`config.mk`:
```
export PLATFORM = sky130hd
export DESIGN_NAME = ratio_pll
export DESIGN_NICKNAME = d
export VERILOG_FILES = /design/src/rtl/rpll_pkg.sv /design/src/rtl/rpll_phase_det.sv /design/src/rtl/rpll_pi_filter.sv /design/src/rtl/rpll_nco.sv /design/src/rtl/rpll_gap.sv /design/src/rtl/ratio_pll.sv
export SDC_FILE = /design/constraint.sdc
export NUM_CORES = 1
export LEC_CHECK = 0
export ABC_AREA = 1
export BUFFER_PORTS_ARGS = -buffer_cell sky130_fd_sc_hd__buf_2
export CAP_MARGIN = 20
export CORE_MARGIN = 8
export CORE_UTILIZATION = 40
export DETAILED_ROUTE_END_ITERATION = 12
export GPL_TIMING_DRIVEN = 1
export PLACE_DENSITY = 0.57
export SYNTH_ARGS = -nofsm -noshare
export SYNTH_HDL_FRONTEND = slang
export SYNTH_SLANG_ARGS = --single-unit
```
`constraint.sdc`:
```
create_clock -name clk -period 3.4 [get_ports clk]
set_input_delay 0.34 -clock clk [delete_from_list [all_inputs] [get_ports clk]]
set_output_delay 0.34 -clock clk [all_outputs]
set_load 0.03 [all_outputs]
```
`src/rtl/rpll_pkg.sv`:
```
package rpll_pkg;

  // Event seen by the phase counter in one system cycle.
  typedef enum logic [1:0] {
    PD_HOLD = 2'd0,
    PD_UP   = 2'd1,
    PD_DOWN = 2'd2
  } pd_ev_e;

endpackage

```
`src/rtl/rpll_phase_det.sv`:
```
module rpll_phase_det
  import rpll_pkg::*;
#(
  parameter int SYNC_STAGES = 2,
  parameter int EW          = 12
) (
  input  logic                 clk,
  input  logic                 rst,
  input  logic                 ref_i,
  input  logic                 fb_i,
  output logic signed [EW-1:0] err_o
);

  localparam logic signed [EW-1:0] ERR_MAX = {1'b0, {(EW-1){1'b1}}};
  localparam logic signed [EW-1:0] ERR_MIN = {1'b1, {(EW-1){1'b0}}};
  localparam logic signed [EW-1:0] ERR_ONE = EW'(1);

  logic [SYNC_STAGES-1:0] sync_q;
  logic                   ref_last_q;
  logic                   ref_rise;
  pd_ev_e                 ev;
  logic signed [EW-1:0]   err_q;

  // Synchronizer chain, one flop per stage.
  for (genvar g = 0; g < SYNC_STAGES; g++) begin : g_sync
    if (g == 0) begin : g_first
      always_ff @(posedge clk) begin
        if (rst) sync_q[0] <= 1'b0;
        else     sync_q[0] <= ref_i;
      end
    end else begin : g_next
      always_ff @(posedge clk) begin
        if (rst) sync_q[g] <= 1'b0;
        else     sync_q[g] <= sync_q[g-1];
      end
    end
  end

  always_ff @(posedge clk) begin
    if (rst) ref_last_q <= 1'b0;
    else     ref_last_q <= sync_q[SYNC_STAGES-1];
  end

  assign ref_rise = sync_q[SYNC_STAGES-1] & ~ref_last_q;

  always_comb begin
    case ({ref_rise, fb_i})
      2'b10:   ev = PD_UP;
      2'b01:   ev = PD_DOWN;
      default: ev = PD_HOLD;
    endcase
  end

  always_ff @(posedge clk) begin
    if (rst) begin
      err_q <= '0;
    end else begin
      case (ev)
        PD_UP:   if (err_q != ERR_MAX) err_q <= err_q + ERR_ONE;
        PD_DOWN: if (err_q != ERR_MIN) err_q <= err_q - ERR_ONE;
        default: ;
      endcase
    end
  end

  assign err_o = err_q;

  assert_up_R2: assert property (@(posedge clk) disable iff (rst)
    (ref_rise && !fb_i && err_q != ERR_MAX) |=> err_q == $past(err_q) + ERR_ONE);

  assert_down_R2: assert property (@(posedge clk) disable iff (rst)
    (fb_i && !ref_rise && err_q != ERR_MIN) |=> err_q == $past(err_q) - ERR_ONE);

  assert_hold_R2: assert property (@(posedge clk) disable iff (rst)
    (ref_rise == fb_i) |=> $stable(err_q));

  assert_sat_R2: assert property (@(posedge clk) disable iff (rst)
    (err_q == ERR_MAX && ref_rise && !fb_i) |=> err_q == ERR_MAX);

endmodule

```
`src/rtl/rpll_pi_filter.sv`:
```
module rpll_pi_filter #(
  parameter int W        = 16,
  parameter int EW       = 12,
  parameter int IW       = 24,
  parameter int KP_SHIFT = 6,
  parameter int KI_SHIFT = 7,
  parameter int CENTER   = 2048
) (
  input  logic                 clk,
  input  logic                 rst,
  input  logic signed [EW-1:0] err_i,
  output logic        [W-1:0]  step_o
);

  localparam int SW = ((IW > W) ? IW : W) + EW + KP_SHIFT + 2;

  localparam logic signed [IW:0]   I_MAX    = {2'b00, {(IW-1){1'b1}}};
  localparam logic signed [IW:0]   I_MIN    = {2'b11, {(IW-1){1'b0}}};
  localparam logic signed [SW-1:0] STEP_C   = SW'(CENTER);
  localparam logic signed [SW-1:0] STEP_TOP = SW'((64'd1 << W) - 64'd1);
  localparam logic        [W-1:0]  STEP_RST = W'(CENTER);

  logic signed [IW-1:0] integ_q;
  logic signed [IW-1:0] integ_d;
  logic signed [IW:0]   err_x;
  logic signed [IW:0]   i_sum;
  logic signed [SW-1:0] p_term;
  logic signed [SW-1:0] i_term;
  logic signed [SW-1:0] s_sum;
  logic        [W-1:0]  step_d;
  logic        [W-1:0]  step_q;

  // Saturating integrator.
  always_comb begin
    err_x = $signed({{(IW+1-EW){err_i[EW-1]}}, err_i});
    i_sum = $signed({integ_q[IW-1], integ_q}) + err_x;
    if (i_sum > I_MAX)      integ_d = I_MAX[IW-1:0];
    else if (i_sum < I_MIN) integ_d = I_MIN[IW-1:0];
    else                    integ_d = i_sum[IW-1:0];
  end

  // Proportional plus scaled integral plus centre, clamped to the step range.
  always_comb begin
    p_term = $signed({{(SW-EW){err_i[EW-1]}}, err_i}) <<< KP_SHIFT;
    i_term = $signed({{(SW-IW){integ_q[IW-1]}}, integ_q}) >>> KI_SHIFT;
    s_sum  = STEP_C + p_term + i_term;
    if (s_sum[SW-1])           step_d = '0;
    else if (s_sum > STEP_TOP) step_d = '1;
    else                       step_d = s_sum[W-1:0];
  end

  always_ff @(posedge clk) begin
    if (rst) begin
      integ_q <= '0;
      step_q  <= STEP_RST;
    end else begin
      integ_q <= integ_d;
      step_q  <= step_d;
    end
  end

  assign step_o = step_q;

  assert_integ_R4: assert property (@(posedge clk) disable iff (rst)
    (integ_q[IW-1] == integ_q[IW-2])
      |=> integ_q == $past(integ_q) + $past(err_x[IW-1:0]));

  assert_center_R3: assert property (@(posedge clk) disable iff (rst)
    (err_i == '0 && integ_q == '0) |=> step_q == STEP_RST);

  assert_steady_R3: assert property (@(posedge clk) disable iff (rst)
    ($stable(err_i) && $stable(integ_q)) |=> $stable(step_q));

endmodule

```
`src/rtl/rpll_nco.sv`:
```
module rpll_nco #(
  parameter int W = 16
) (
  input  logic         clk,
  input  logic         rst,
  input  logic [W-1:0] step_i,
  output logic         en_o
);

  logic [W-1:0] acc_q;
  logic [W:0]   sum;
  logic         en_q;

  assign sum = {1'b0, acc_q} + {1'b0, step_i};

  always_ff @(posedge clk) begin
    if (rst) begin
      acc_q <= '0;
      en_q  <= 1'b0;
    end else begin
      acc_q <= sum[W-1:0];
      en_q  <= sum[W];
    end
  end

  assign en_o = en_q;

  assert_carry_R5: assert property (@(posedge clk) disable iff (rst)
    en_q |-> acc_q < $past(acc_q));

  assert_rise_R5: assert property (@(posedge clk) disable iff (rst)
    !en_q |-> acc_q >= $past(acc_q));

endmodule

```
`src/rtl/rpll_gap.sv`:
```
module rpll_gap #(
  parameter int N = 4
) (
  input  logic clk,
  input  logic rst,
  input  logic en_i,
  output logic rd_o
);

  localparam int           GW   = (N > 1) ? $clog2(N) : 1;
  localparam logic [GW-1:0] LAST = GW'(N - 1);
  localparam logic [GW-1:0] ONE  = GW'(1);

  logic [GW-1:0] gcnt_q;
  logic [GW-1:0] gcnt_nx;

  // Power-of-two N wraps for free; other N needs an explicit wrap.
  if ((N & (N - 1)) == 0) begin : g_pow2
    assign gcnt_nx = gcnt_q + ONE;
  end else begin : g_wrap
    assign gcnt_nx = (gcnt_q == LAST) ? '0 : gcnt_q + ONE;
  end

  always_ff @(posedge clk) begin
    if (rst)       gcnt_q <= '0;
    else if (en_i) gcnt_q <= gcnt_nx;
  end

  assign rd_o = en_i && (gcnt_q != LAST);

  assert_rd_from_en_R6: assert property (@(posedge clk) disable iff (rst)
    rd_o |-> en_i);

  assert_restart_R6: assert property (@(posedge clk) disable iff (rst)
    (en_i && !rd_o) |=> gcnt_q == '0);

endmodule

```
`src/rtl/ratio_pll.sv`:
```
module ratio_pll #(
  parameter int N           = 4,
  parameter int W           = 16,
  parameter int EW          = 12,
  parameter int IW          = 24,
  parameter int KP_SHIFT    = 6,
  parameter int KI_SHIFT    = 7,
  parameter int CENTER      = 2048,
  parameter int SYNC_STAGES = 2
) (
  input  logic clk,
  input  logic rst,
  input  logic ref_clk_i,
  output logic en_o,
  output logic rd_o
);

  logic signed [EW-1:0] err;
  logic        [W-1:0]  step;
  logic                 en;
  logic                 rd;

  rpll_phase_det #(.SYNC_STAGES(SYNC_STAGES), .EW(EW)) u_pd (
    .clk   (clk),
    .rst   (rst),
    .ref_i (ref_clk_i),
    .fb_i  (rd),
    .err_o (err)
  );

  rpll_pi_filter #(
    .W(W), .EW(EW), .IW(IW),
    .KP_SHIFT(KP_SHIFT), .KI_SHIFT(KI_SHIFT), .CENTER(CENTER)
  ) u_lf (
    .clk    (clk),
    .rst    (rst),
    .err_i  (err),
    .step_o (step)
  );

  rpll_nco #(.W(W)) u_osc (
    .clk    (clk),
    .rst    (rst),
    .step_i (step),
    .en_o   (en)
  );

  rpll_gap #(.N(N)) u_gap (
    .clk  (clk),
    .rst  (rst),
    .en_i (en),
    .rd_o (rd)
  );

  assign en_o = en;
  assign rd_o = rd;

endmodule

```
==> flow_metrics.py, run 1 <==
metrics = {
    "yosys": {
        "synth_cell_types": 41,
        "seq_area_frac_synth_pct": 24.10,
        "synth_edf_count": 0,
        "syn_inst": 916,
        "synthArstFlopShare_pct": 0,
        "synth_flop_cell": "dfxtp_1",
        "synth_area_per_cell_um2": 6.711,
        "yosys_warnings": 0,
        "synth_seq_cells": 74,
        "syn_nets": 999,
        "synth_area_mm2": 0.006147,
    },
    "clock_network": {
        "cts_setup_buffers": 0,
        "cts_tree": "built",
        "path_clk_slew_ps": 70,
        "cts_resized": 0,
        "clk_latency_ps": 340,
        "cts.sinks": 74,
        "cts.path.max_buffers": 2,
        "root_buffer": "clkbuf_16",
        "cts_made_buffers": 9,
        "htreeDepth": 3,
        "postCtsHoldBufs": 0,
    },
    "setup_path": {
        "path_max_fanout": 16,
        "max_stage_delay_ps": 480,
        "critPathKind": "reg -> reg",
        "crit_chain": "ha_1 -> ha_1 -> inv_1 -> fa_1 -> inv_1 -> nand3_1 -> nand2_1 -> nand3_1 -> nand3_2 -> a21oi_1 -> nor2_2 -> nand3_1 -> nand2_1 -> nand2_1",
        "crit_buf_inv": 2,
        "end_kind": "flop",
        "start_kind": "flop",
        "cp_slowest_cell": "nor2_2",
        "critPathTopFamily": "simple AND/OR/NAND/NOR gates",
        "arrival_ps": 3110,
        "cp.required_ps": 3600,
    },
    "layout": {
        "nets": 1002,
        "syn_to_final_growth_pct": 7.592,
        "final_layout_size_suffix_gt1_share_pct": 6.277,
        "multi_input_area_mm2": 0.004046,
        "seq_area_mm2": 0.001481,
        "fillerInstances": 1631,
        "diodes": 0,
    },
    "global_routing": {
        "antenna_found_initial": 0,
        "grt_pass1_vias": 5387,
        "grt_use_total_pct": 16.32,
        "grt_pass1_wl_mm": 26.04,
        "gr-total-overflow": 0,
        "grt_max_degree": 37,
    },
    "detailed_routing": {
        "drc": 0,
        "vias": 5635,
        "drtIter0Drc": 353,
        "firstDrtPassIters": 5,
        "wl_mm": 15.28,
        "via_per_inst": 5.067,
        "avgRoutedWirePerCell_um": 13.74,
        "ant_nets": 0,
    },
    "timing": {
        "setup_tns_ps": 0,
        "max_freq_mhz": 343.6,
        "min_period_over_period_pct": 85.60,
        "drv_slew": 0,
        "slew-limit-headroom_pct": 41.22,
        "setup_violations": 0,
        "rsz0062_at_grt": "false",
        "hold_viol_final": 0,
        "fin_skew_ps": 11.05,
        "tightest_slew_ps": 880.7,
        "period_minus_slack_ps": 2911,
    },
    "run": {
        "drv_cap": 0,
    },
    "die": {
        "dieArea_mm2": 0.01959,
        "die_w_um": 140.0,
        "start_util_pct": 40.74,
        "io-pin-count": 5,
        "die_y_um": 140.0,
        "core_area_mm2": 0.01509,
        "rows": 45,
    },
    "place": {
        "portBuffers": 4,
        "place_hpwl_mm": 11.93,
        "place_congestion": 0.8920,
    },
    "pwr": {
        "leakagePower_nw": 3.567,
        "finalPower_mw": 2.368,
        "vdd_drop_max_uv": 262.9,
        "power.density_mw_per_mm2": 358.0,
    },
    "min_path": {
        "hold_class": "in -> reg",
    },
    "status": {
        "status": "finished clean",
    },
}
-- layout make-up --
| class | count | share of cell area (%) |
|---|---|---|
| Clock buffer | 12 | 3.727 |
| Clock inverter | 4 | 0.7756 |
| Inverter | 138 | 7.832 |
| Multi-Input combinational cell | 690 | 61.18 |
| Sequential cell | 74 | 22.40 |
| Tap cell | 188 | 3.557 |
| Timing Repair Buffer | 6 | 0.5297 |
-- sequential cells by signal (all words and copies together), names as in the netlist --
| register | flops |
|---|---|
| u_lf.integ_q | 24 |
| u_lf.step_o | 16 |
| u_osc.acc_q | 16 |
| u_pd.err_o | 12 |
| u_gap.gcnt_q | 2 |
| u_pd.sync_q | 2 |
| u_osc.en_o | 1 |
| u_pd.ref_last_q | 1 |
-- Yosys cell counts (2+ instances only) --
cell type  number  area share [%]
nand2_1       243              15
inv_1         136             8.3
a21oi_1        88             7.2
ha_1           76              15
dfxtp_1        74              24
nor2_1         61             3.7
nand3_1        54             4.4
o21ai_0        29             2.4
xor2_1         23             3.3
nand4_1        19             1.9
a21oi_2        12             1.7
nor3_1         12            0.98
nand2_2         9            0.92
xnor2_1         9             1.3
nand3b_1        8            0.98
o21bai_1        7            0.85
buf_6           6             1.1
nor2_2          6            0.61
o21a_1          5            0.61
a21o_1          4            0.49
clkbuf_1        4            0.24
fa_1            4             1.3
buf_2           3            0.24
a31oi_1         2            0.20
and2_1          2            0.20
inv_2           2            0.12
nand3_2         2            0.33
nor2_4          2            0.37
o21ai_1         2            0.16
-- cells in the final DEF, fill, tap and decap left out, drive strengths merged, types with 2 or more instances in the layout --
cell	Yosys	final
nor3	13	13
a21oi	100	100
o21bai	7	7
nand4	19	19
nand3	56	56
a21o	4	4
buf	10	6
xnor2	9	9
xor2	24	24
nand2	253	253
clkbuf	4	12
a31oi	2	2
inv	138	138
clkinv	0	2
o21ai	32	32
o21a	5	5
nor2	69	69
fa	4	4
ha	76	76
dfxtp	74	74
nand3b	8	8
and2	2	2
-- report_power, final --
group | total, mW | internal, mW | switching, mW
combinational | 0.396 | 0.152 | 0.244
clock | 0.987 | 0.590 | 0.397
sequential | 0.985 | 0.937 | 0.0482
total | 2.37 | 1.68 | 0.689
-- metrics by stage --
stage | std cells | hold slack (ps) | utilization [%] | area (µm²) | setup WS (ps)
CTS | 1112 | 195.8 | 43.83 | 6614 | 493.5
finish | 1112 | 209.6 | 43.83 | 6614 | 489.4
global placement | 1096 | 389.6 | 41.86 | 6316 | 573.3
detailed placement | 1096 | 395.5 | 41.86 | 6316 | 505.8
floorplan | 916 | 388.3 | - | 6147 | 527.6
global route | 1112 | 211.2 | 43.83 | 6614 | 225.5
-- tightest hold or removal path, stage by stage --
cell	delay (ps)
buf_2	100
inv_1	40
nor2_1	30
-- final timing paths --
path	cells past startpoint	from	end	slack [ps]
worst min-delay path	3	ref_clk_i	u_pd.sync_q[0]	210
worst max register to register	14	u_pd.err_o[1]	u_lf.step_o[11]	490
worst min register to register	2	u_pd.sync_q[0]	u_pd.sync_q[1]	400
worst max-delay path	14	u_pd.err_o[1]	u_lf.step_o[11]	490
-- metal layers --
metal	wire length [µm]	global-route usage (%)	vias to the layer above
met2	6787	26.71	117
met3	535	2.175	25
met5	0	0	-
met1	7667	21.37	2505
met4	293	6.343	0
li1	-	-	2988
-- kinds of logic after synthesis --
family                   after synthesis  share of synthesized area (%)
adder cells (fa/ha/maj)               80                          16.77
AO/OA/AOI/OAI                        155                          14.41
AND/OR/NAND/NOR                      422                          29.82
flip-flops                            74                          24.10
XOR/XNOR                              33                          4.824
buffers and inverters                152                          10.08
No activity file was read; power rests on OpenSTA's default activity.
==> run 2, diff against run 1 <==
BUFFER_PORTS_ARGS = -buffer_cell sky130_fd_sc_hd__clkbuf_2   (was -buffer_cell sky130_fd_sc_hd__buf_2)
PLACE_DENSITY = 0.59   (was 0.57)
REMOVE_ABC_BUFFERS = 1   (was not set)
clock period = 2.5 ns   (was 3.4 ns; I/O delays follow)
==> run 2 against run 1 <==
  * Critical path depth fell by 1
  * Cell count rose by 2.8%
  * Setup slack lost 370 ps
  * Count of clock-buffer cells in the layout fell by 2
  * Worst hold slack lost 120 ps
  * Register-to-register slack worse by 370 ps
  * Highest routed layer unchanged
  * Routed wire length up 5.5%
  * Maximum frequency is 22% higher
  * Sequential share of layout area decreased by 1.2 points
  * Non-clock buffer count increased by 32
  * First-iteration DRC count down 17%
==> flow_metrics.py, run 2 (same netlist as run 1, synthesis figures left out) <==
metrics = {
    "status": {
        "status": "finished clean",
    },
    "setup_path": {
        "critPathKind": "reg -> reg",
        "path_max_fanout": 8,
        "cp_slowest_cell": "dfxtp_1",
        "arrival_ps": 2670,
        "start_kind": "flop",
        "max_stage_delay_ps": 400,
        "crit_buf_inv": 2,
        "critPathTopFamily": "adder cells",
        "end_kind": "flop",
        "cp.required_ps": 2790,
        "crit_chain": "ha_1 -> ha_2 -> nand2_1 -> o21ai_2 -> nand2_1 -> nand2_1 -> nand2_1 -> a21oi_1 -> nor2_4 -> clkbuf_16 -> nand3_1 -> nand2_1 -> inv_1",
        "cp_common_cell": "nand2_1",
    },
    "place": {
        "portBuffers": 4,
        "place_congestion": 0.9081,
        "place_hpwl_mm": 12.60,
    },
    "pwr": {
        "vdd_drop_max_uv": 287.7,
        "power.density_mw_per_mm2": 459.7,
        "leakagePower_nw": 3.765,
    },
    "layout": {
        "regMostFlops": "u_lf.integ_q",
        "mostFrequentLayoutCell": "nand2_1",
        "nets": 1034,
        "diodes": 0,
        "syn_to_final_growth_pct": 13.78,
        "fin_util_pct": 46.35,
        "final_layout_size_suffix_gt1_share_pct": 11.10,
        "largest_reg_flops": 24,
        "final_cell_mix": "nand2_1 (242), inv_1 (133), a21oi_1 (86), dfxtp_1 (72), ha_1 (71)",
    },
    "global_routing": {
        "gr-total-overflow": 0,
        "grt_use_total_pct": 16.98,
        "grt_max_degree": 26,
        "grt_pass1_vias": 5547,
        "grt_pass1_wl_mm": 26.77,
        "antenna_found_initial": 0,
    },
    "detailed_routing": {
        "avgRoutedWirePerCell_um": 14.10,
        "vias": 5760,
        "drc": 0,
        "wl_mm": 16.12,
        "via_per_inst": 5.039,
        "firstDrtPassIters": 7,
        "ant_nets": 0,
        "drtIter0Drc": 293,
    },
    "die": {
        "die_y_um": 140.0,
        "start_util_pct": 40.74,
        "core_area_mm2": 0.01509,
        "dieArea_mm2": 0.01959,
        "rows": 45,
        "die_w_um": 140.0,
        "io-pin-count": 5,
    },
    "clock_network": {
        "cts.sinks": 74,
        "postCtsHoldBufs": 0,
        "cts_tree": "built",
        "cts_made_buffers": 9,
        "htreeDepth": 3,
        "root_buffer": "clkbuf_16",
        "clk_latency_ps": 350,
        "cts.path.max_buffers": 2,
        "path_clk_slew_ps": 60,
    },
    "timing": {
        "fin_skew_ps": 6.435,
        "tightest_slew_ps": 448.9,
        "drv_slew": 0,
        "period_minus_slack_ps": 2378,
        "min_period_over_period_pct": 95.12,
        "setup_violations": 0,
        "max_freq_mhz": 420.5,
        "setup_tns_ps": 0,
        "hold_viol_final": 0,
        "slew-limit-headroom_pct": 70.07,
    },
    "run": {
        "drv_cap": 0,
    },
    "min_path": {
        "hold_class": "in -> reg",
    },
}
==> run 2: changes by cell type in the layout (fill, tap and decap cells not counted), moves of 2 or more <==
cell	delta
a21oi_1	-2
a21oi_2	+2
buf_12	+6
buf_2	-4
buf_4	+25
clkbuf_2	+4
dfxtp_1	-2
dfxtp_2	+2
ha_1	-5
ha_2	+3
ha_4	+2
inv_1	-3
inv_2	+3
==> run 2: timing repair <==
| action | in CTS | in global routing |
|---|---|---|
| resized for setup | 0 | 18 |
| endpoints found under the setup margin | 0 | 27 |
| buffers inserted | 0 | 7 |
==> run 2: per-stage QoR <==
step                std cells  hold WS (ps)  setup slack (ps)  instance area, µm²  total power [mW]
CTS                      1135         78.66             8.710                6832             3.236
global placement         1120         389.5            -18.11                6546             1.936
finish                   1143         90.11             122.0                6994             3.215
detailed placement       1120         396.2             50.74                6546             1.941
global route             1143         99.01            -23.92                6994             3.416
floorplan                 902         312.4            -376.9                6046             1.763
==> run 2: path summary, 6_finish.rpt <==
check | from | endpoint | slack, ps | depth (start not counted)
worst max-delay path | u_pd.err_o[3] | u_lf.step_o[8] | 120 | 13
worst min-delay path | ref_clk_i | u_pd.sync_q[0] | 90 | 3
worst max register to register | u_pd.err_o[3] | u_lf.step_o[8] | 120 | 13
worst min register to register | u_pd.sync_q[0] | u_pd.sync_q[1] | 410 | 2
==> run 2: worst min-delay path: stages <==
cell and delay, ps:
clkbuf_2 80, inv_1 40, nor2_1 30
==> run 2: power breakdown <==
group	internal (mW)	switching [mW]	leakage, nW	total (mW)
logic	0.242	0.364	3.02	0.606
registers	1.27	0.0529	0.604	1.33
clock network	0.765	0.517	0.138	1.28
total	2.28	0.934	3.76	3.22
==> run 2: area by class of cell <==
type | count | area (µm²)
clock buffers | 10 | 229.0
well taps | 188 | 235.2
repair buffers | 38 | 367.9
inverters | 138 | 518.0
clock inverters | 5 | 56.30
flip-flops and latches | 74 | 1484
multi-input cells | 690 | 4104
fillers | 1610 | 8095
==> run 2: metal layers <==
metal / track usage (%) / vias to the layer above / share of wire, % / wire length, µm
li1: - / 3054 / - / -
met1: 20.91 / 2607 / 48 / 7667
met2: 29.36 / 80 / 48 / 7656
met3: 2.786 / 19 / 2.9 / 471
met4: 5.943 / 0 / 2.0 / 322
met5: 0 / - / 0 / 0
==> run 3, diff against run 2 <==
ABC_AREA = 0   (was 1)
CTS_CLUSTER_DIAMETER = 80   (was not set)
==> run 3 against run 2 <==
  * The flow now finishes with violations (setup timing)
  * Via count shrank 9.4%
  * Synthesized cell count fell by 35%
  * Die area down 12%
  * Sequential power shrank 9%
  * Total power decreased by 14%
  * Final area increased by 15%
  * Critical endpoint is now u_pd.err_o[10]
==> flow_metrics.py, run 3 <==
metrics = {
    "detailed_routing": {
        "vias": 5219,
        "drc": 0,
        "firstDrtPassIters": 5,
        "via_per_inst": 5.364,
        "drtIter0Drc": 273,
        "ant_nets": 0,
        "avgRoutedWirePerCell_um": 16.51,
        "wl_mm": 16.06,
    },
    "yosys": {
        "synth.most_common_cell": "ha_1",
        "synth_seq_cells": 74,
        "synth_flop_cell": "dfxtp_1",
        "synth.largest_area_cell": "dfxtp_1",
        "syn_inst": 596,
        "synth_edf_count": 0,
        "synth_cell_types": 62,
        "synth_area_per_cell_um2": 8.880,
        "synthArstFlopShare_pct": 0,
        "seq_area_frac_synth_pct": 27.99,
        "synth_area_mm2": 0.005293,
        "yosys_warnings": 0,
        "synth_top_area_share_pct": 27.99,
        "synth_common_cells": "ha_1 (76), dfxtp_1 (74), nor2_1 (58), a21oi_1 (46), inv_1 (34)",
        "synth_area_leaders": "dfxtp_1 (28%), ha_1 (18%), xnor2_1 (4.6%)",
    },
    "die": {
        "dieArea_mm2": 0.01717,
        "start_util_pct": 40.45,
        "core_area_mm2": 0.01309,
        "io-pin-count": 5,
        "die_y_um": 131.0,
        "die_w_um": 131.0,
        "rows": 42,
    },
    "global_routing": {
        "gr-total-overflow": 0,
        "grt_pass1_vias": 5192,
        "grt_pass1_wl_mm": 24.98,
        "antenna_found_initial": 0,
        "grt_max_degree": 27,
        "grt_use_total_pct": 18.73,
    },
    "timing": {
        "max_freq_mhz": 350.6,
        "min_period_over_period_pct": 114.1,
        "slew-limit-headroom_pct": 54.65,
        "fin_ws_ps": -352.5,
        "setup_tns_ps": -11820,
        "drv_slew": 0,
        "setup_violations": 43,
        "rsz0062_at_grt": "true",
        "tightest_slew_ps": 680.2,
        "hold_ws_ps": 127.9,
        "fin_skew_ps": 8.777,
        "hold_viol_final": 0,
        "period_minus_slack_ps": 2852,
    },
    "layout": {
        "fillerInstances": 1068,
        "final_layout_size_suffix_gt1_share_pct": 42.03,
        "diodes": 0,
        "regMostFlops": "u_lf.integ_q",
        "finalNonFillerCells": 973,
        "largest_reg_flops": 24,
        "fin_util_pct": 61.47,
        "multi_input_area_mm2": 0.004247,
        "syn_to_final_growth_pct": 51.99,
        "mostFrequentLayoutCell": "buf_4",
        "final_cell_mix": "buf_4 (172), dfxtp_1 (62), ha_1 (59), nor2_1 (54), a21oi_1 (32)",
        "nets": 875,
        "seq_area_mm2": 0.001504,
    },
    "status": {
        "violations": "setup timing",
        "status": "finished with violations",
    },
    "setup_path": {
        "crit_chain": "ha_4 -> nand2b_4 -> inv_4 -> ha_4 -> inv_4 -> fa_2 -> nor2b_4 -> o21ai_2 -> a21boi_1 -> o21ai_1 -> a21boi_1 -> o2111ai_1 -> and3_1 -> or4_1",
        "end_kind": "flop",
        "max_stage_delay_ps": 500,
        "r2r_slack_ps": -350,
        "critPathKind": "reg -> reg",
        "cp_slowest_cell": "or4_1",
        "start_kind": "flop",
        "cp.required_ps": 2720,
        "arrival_ps": 3070,
        "path_max_fanout": 2,
    },
    "clock_network": {
        "cts_tree": "built",
        "cts_made_buffers": 9,
        "clk_latency_ps": 350,
        "cts.path.max_buffers": 2,
        "path_clk_slew_ps": 60,
        "cts.sinks": 74,
        "postCtsHoldBufs": 0,
        "htreeDepth": 3,
        "root_buffer": "clkbuf_16",
    },
    "pwr": {
        "leakagePower_nw": 3.800,
        "vdd_drop_max_uv": 325.4,
        "power.density_mw_per_mm2": 343.9,
        "finalPower_mw": 2.767,
    },
    "place": {
        "portBuffers": 4,
        "place_congestion": 0.8354,
        "dp.cells": 912,
        "place_hpwl_mm": 10.63,
    },
    "run": {
        "drv_cap": 0,
    },
    "min_path": {
        "hold_class": "in -> reg",
    },
}
[run 3: cell count changes in the layout (fill, tap and decap cells not counted), sizes merged, moves of 12 or more]
| cell | change |
|---|---|
| nand2b | +15 |
| nand4 | -16 |
| xnor2 | +19 |
| o21a | +14 |
| inv | -104 |
| a21o | +26 |
| nor2b | +12 |
| nand3 | -48 |
| a21oi | -53 |
| nand2 | -229 |
| buf | +162 |
[run 3: report_power, final]
| group | total (mW) | internal, mW | switching [mW] |
|---|---|---|---|
| registers | 1.21 | 1.20 | 0.0132 |
| clock network | 1.35 | 0.800 | 0.545 |
| logic | 0.212 | 0.0996 | 0.112 |
| total | 2.77 | 2.10 | 0.670 |
[run 3: timing repair]
item / 4_1_cts / 5_1_grt
buffers inserted: 29 / 19
endpoints found under the setup margin: 49 / 56
pin swaps: 44 / 45
gates resized for setup: 104 / 65
cloned: 2 / 3
[run 3: per-layer routing]
metal  track usage (%)  vias up  part of all wire [%]
met5                 0        -                     0
met1             22.47     2508                    45
met4             9.656        0                   4.0
li1                  -     2563                     -
met3             2.435       41                   2.9
met2             32.09      107                    48
[run 3: kinds of logic (layout without fill, tap and decap cells)]
kind of cell / after synthesis / after routing / share of synthesized area, %
multiplexers: 8 / 8 / 1.560
AO/OA/AOI/OAI: 187 / 187 / 25.08
flip-flops: 74 / 74 / 27.99
XOR/XNOR: 42 / 42 / 6.950
AND/OR/NAND/NOR: 156 / 156 / 14.75
buffers and inverters: 49 / 250 / 4.184
adder cells (fa/ha/maj): 80 / 80 / 19.48
[run 3: critical path, delay by kind of cell (launching register included)]
| family | cells | cell delay (ps) |
|---|---|---|
| flip-flops | 1 | 330 |
| buffers and inverters | 2 | 110 |
| AND/OR/NAND/NOR | 4 | 940 |
| AO/OA/AOI/OAI | 5 | 680 |
| adder cells (fa/ha/maj) | 3 | 660 |
[run 3: worst paths after layout]
kind	depth (start not counted)	start	end
setup / recovery	14	u_gap.gcnt_q[1]	u_pd.err_o[10]
hold / removal	2	ref_clk_i	u_pd.sync_q[0]
setup reg to reg	14	u_gap.gcnt_q[1]	u_pd.err_o[10]
hold reg to reg	1	u_pd.sync_q[0]	u_pd.sync_q[1]
[run 3: final cells by class]
class                      count  share of cell area (%)
clock buffer                  10                   2.971
clock inverter                 6                  0.8244
inverter                      34                   1.649
multi-input combinational    473                   52.79
sequential                    74                   18.70
tap                          176                   2.738
timing repair buffer         200                   20.33
[run 3: stage by stage]
step                instance area (µm²)  worst slack [ps]
floorplan                          5199            -958.3
global placement                   6598            -489.3
detailed placement                 6598            -560.9
CTS                                7612            -306.1
global route                       8044            -463.6
finish                             8044            -352.5
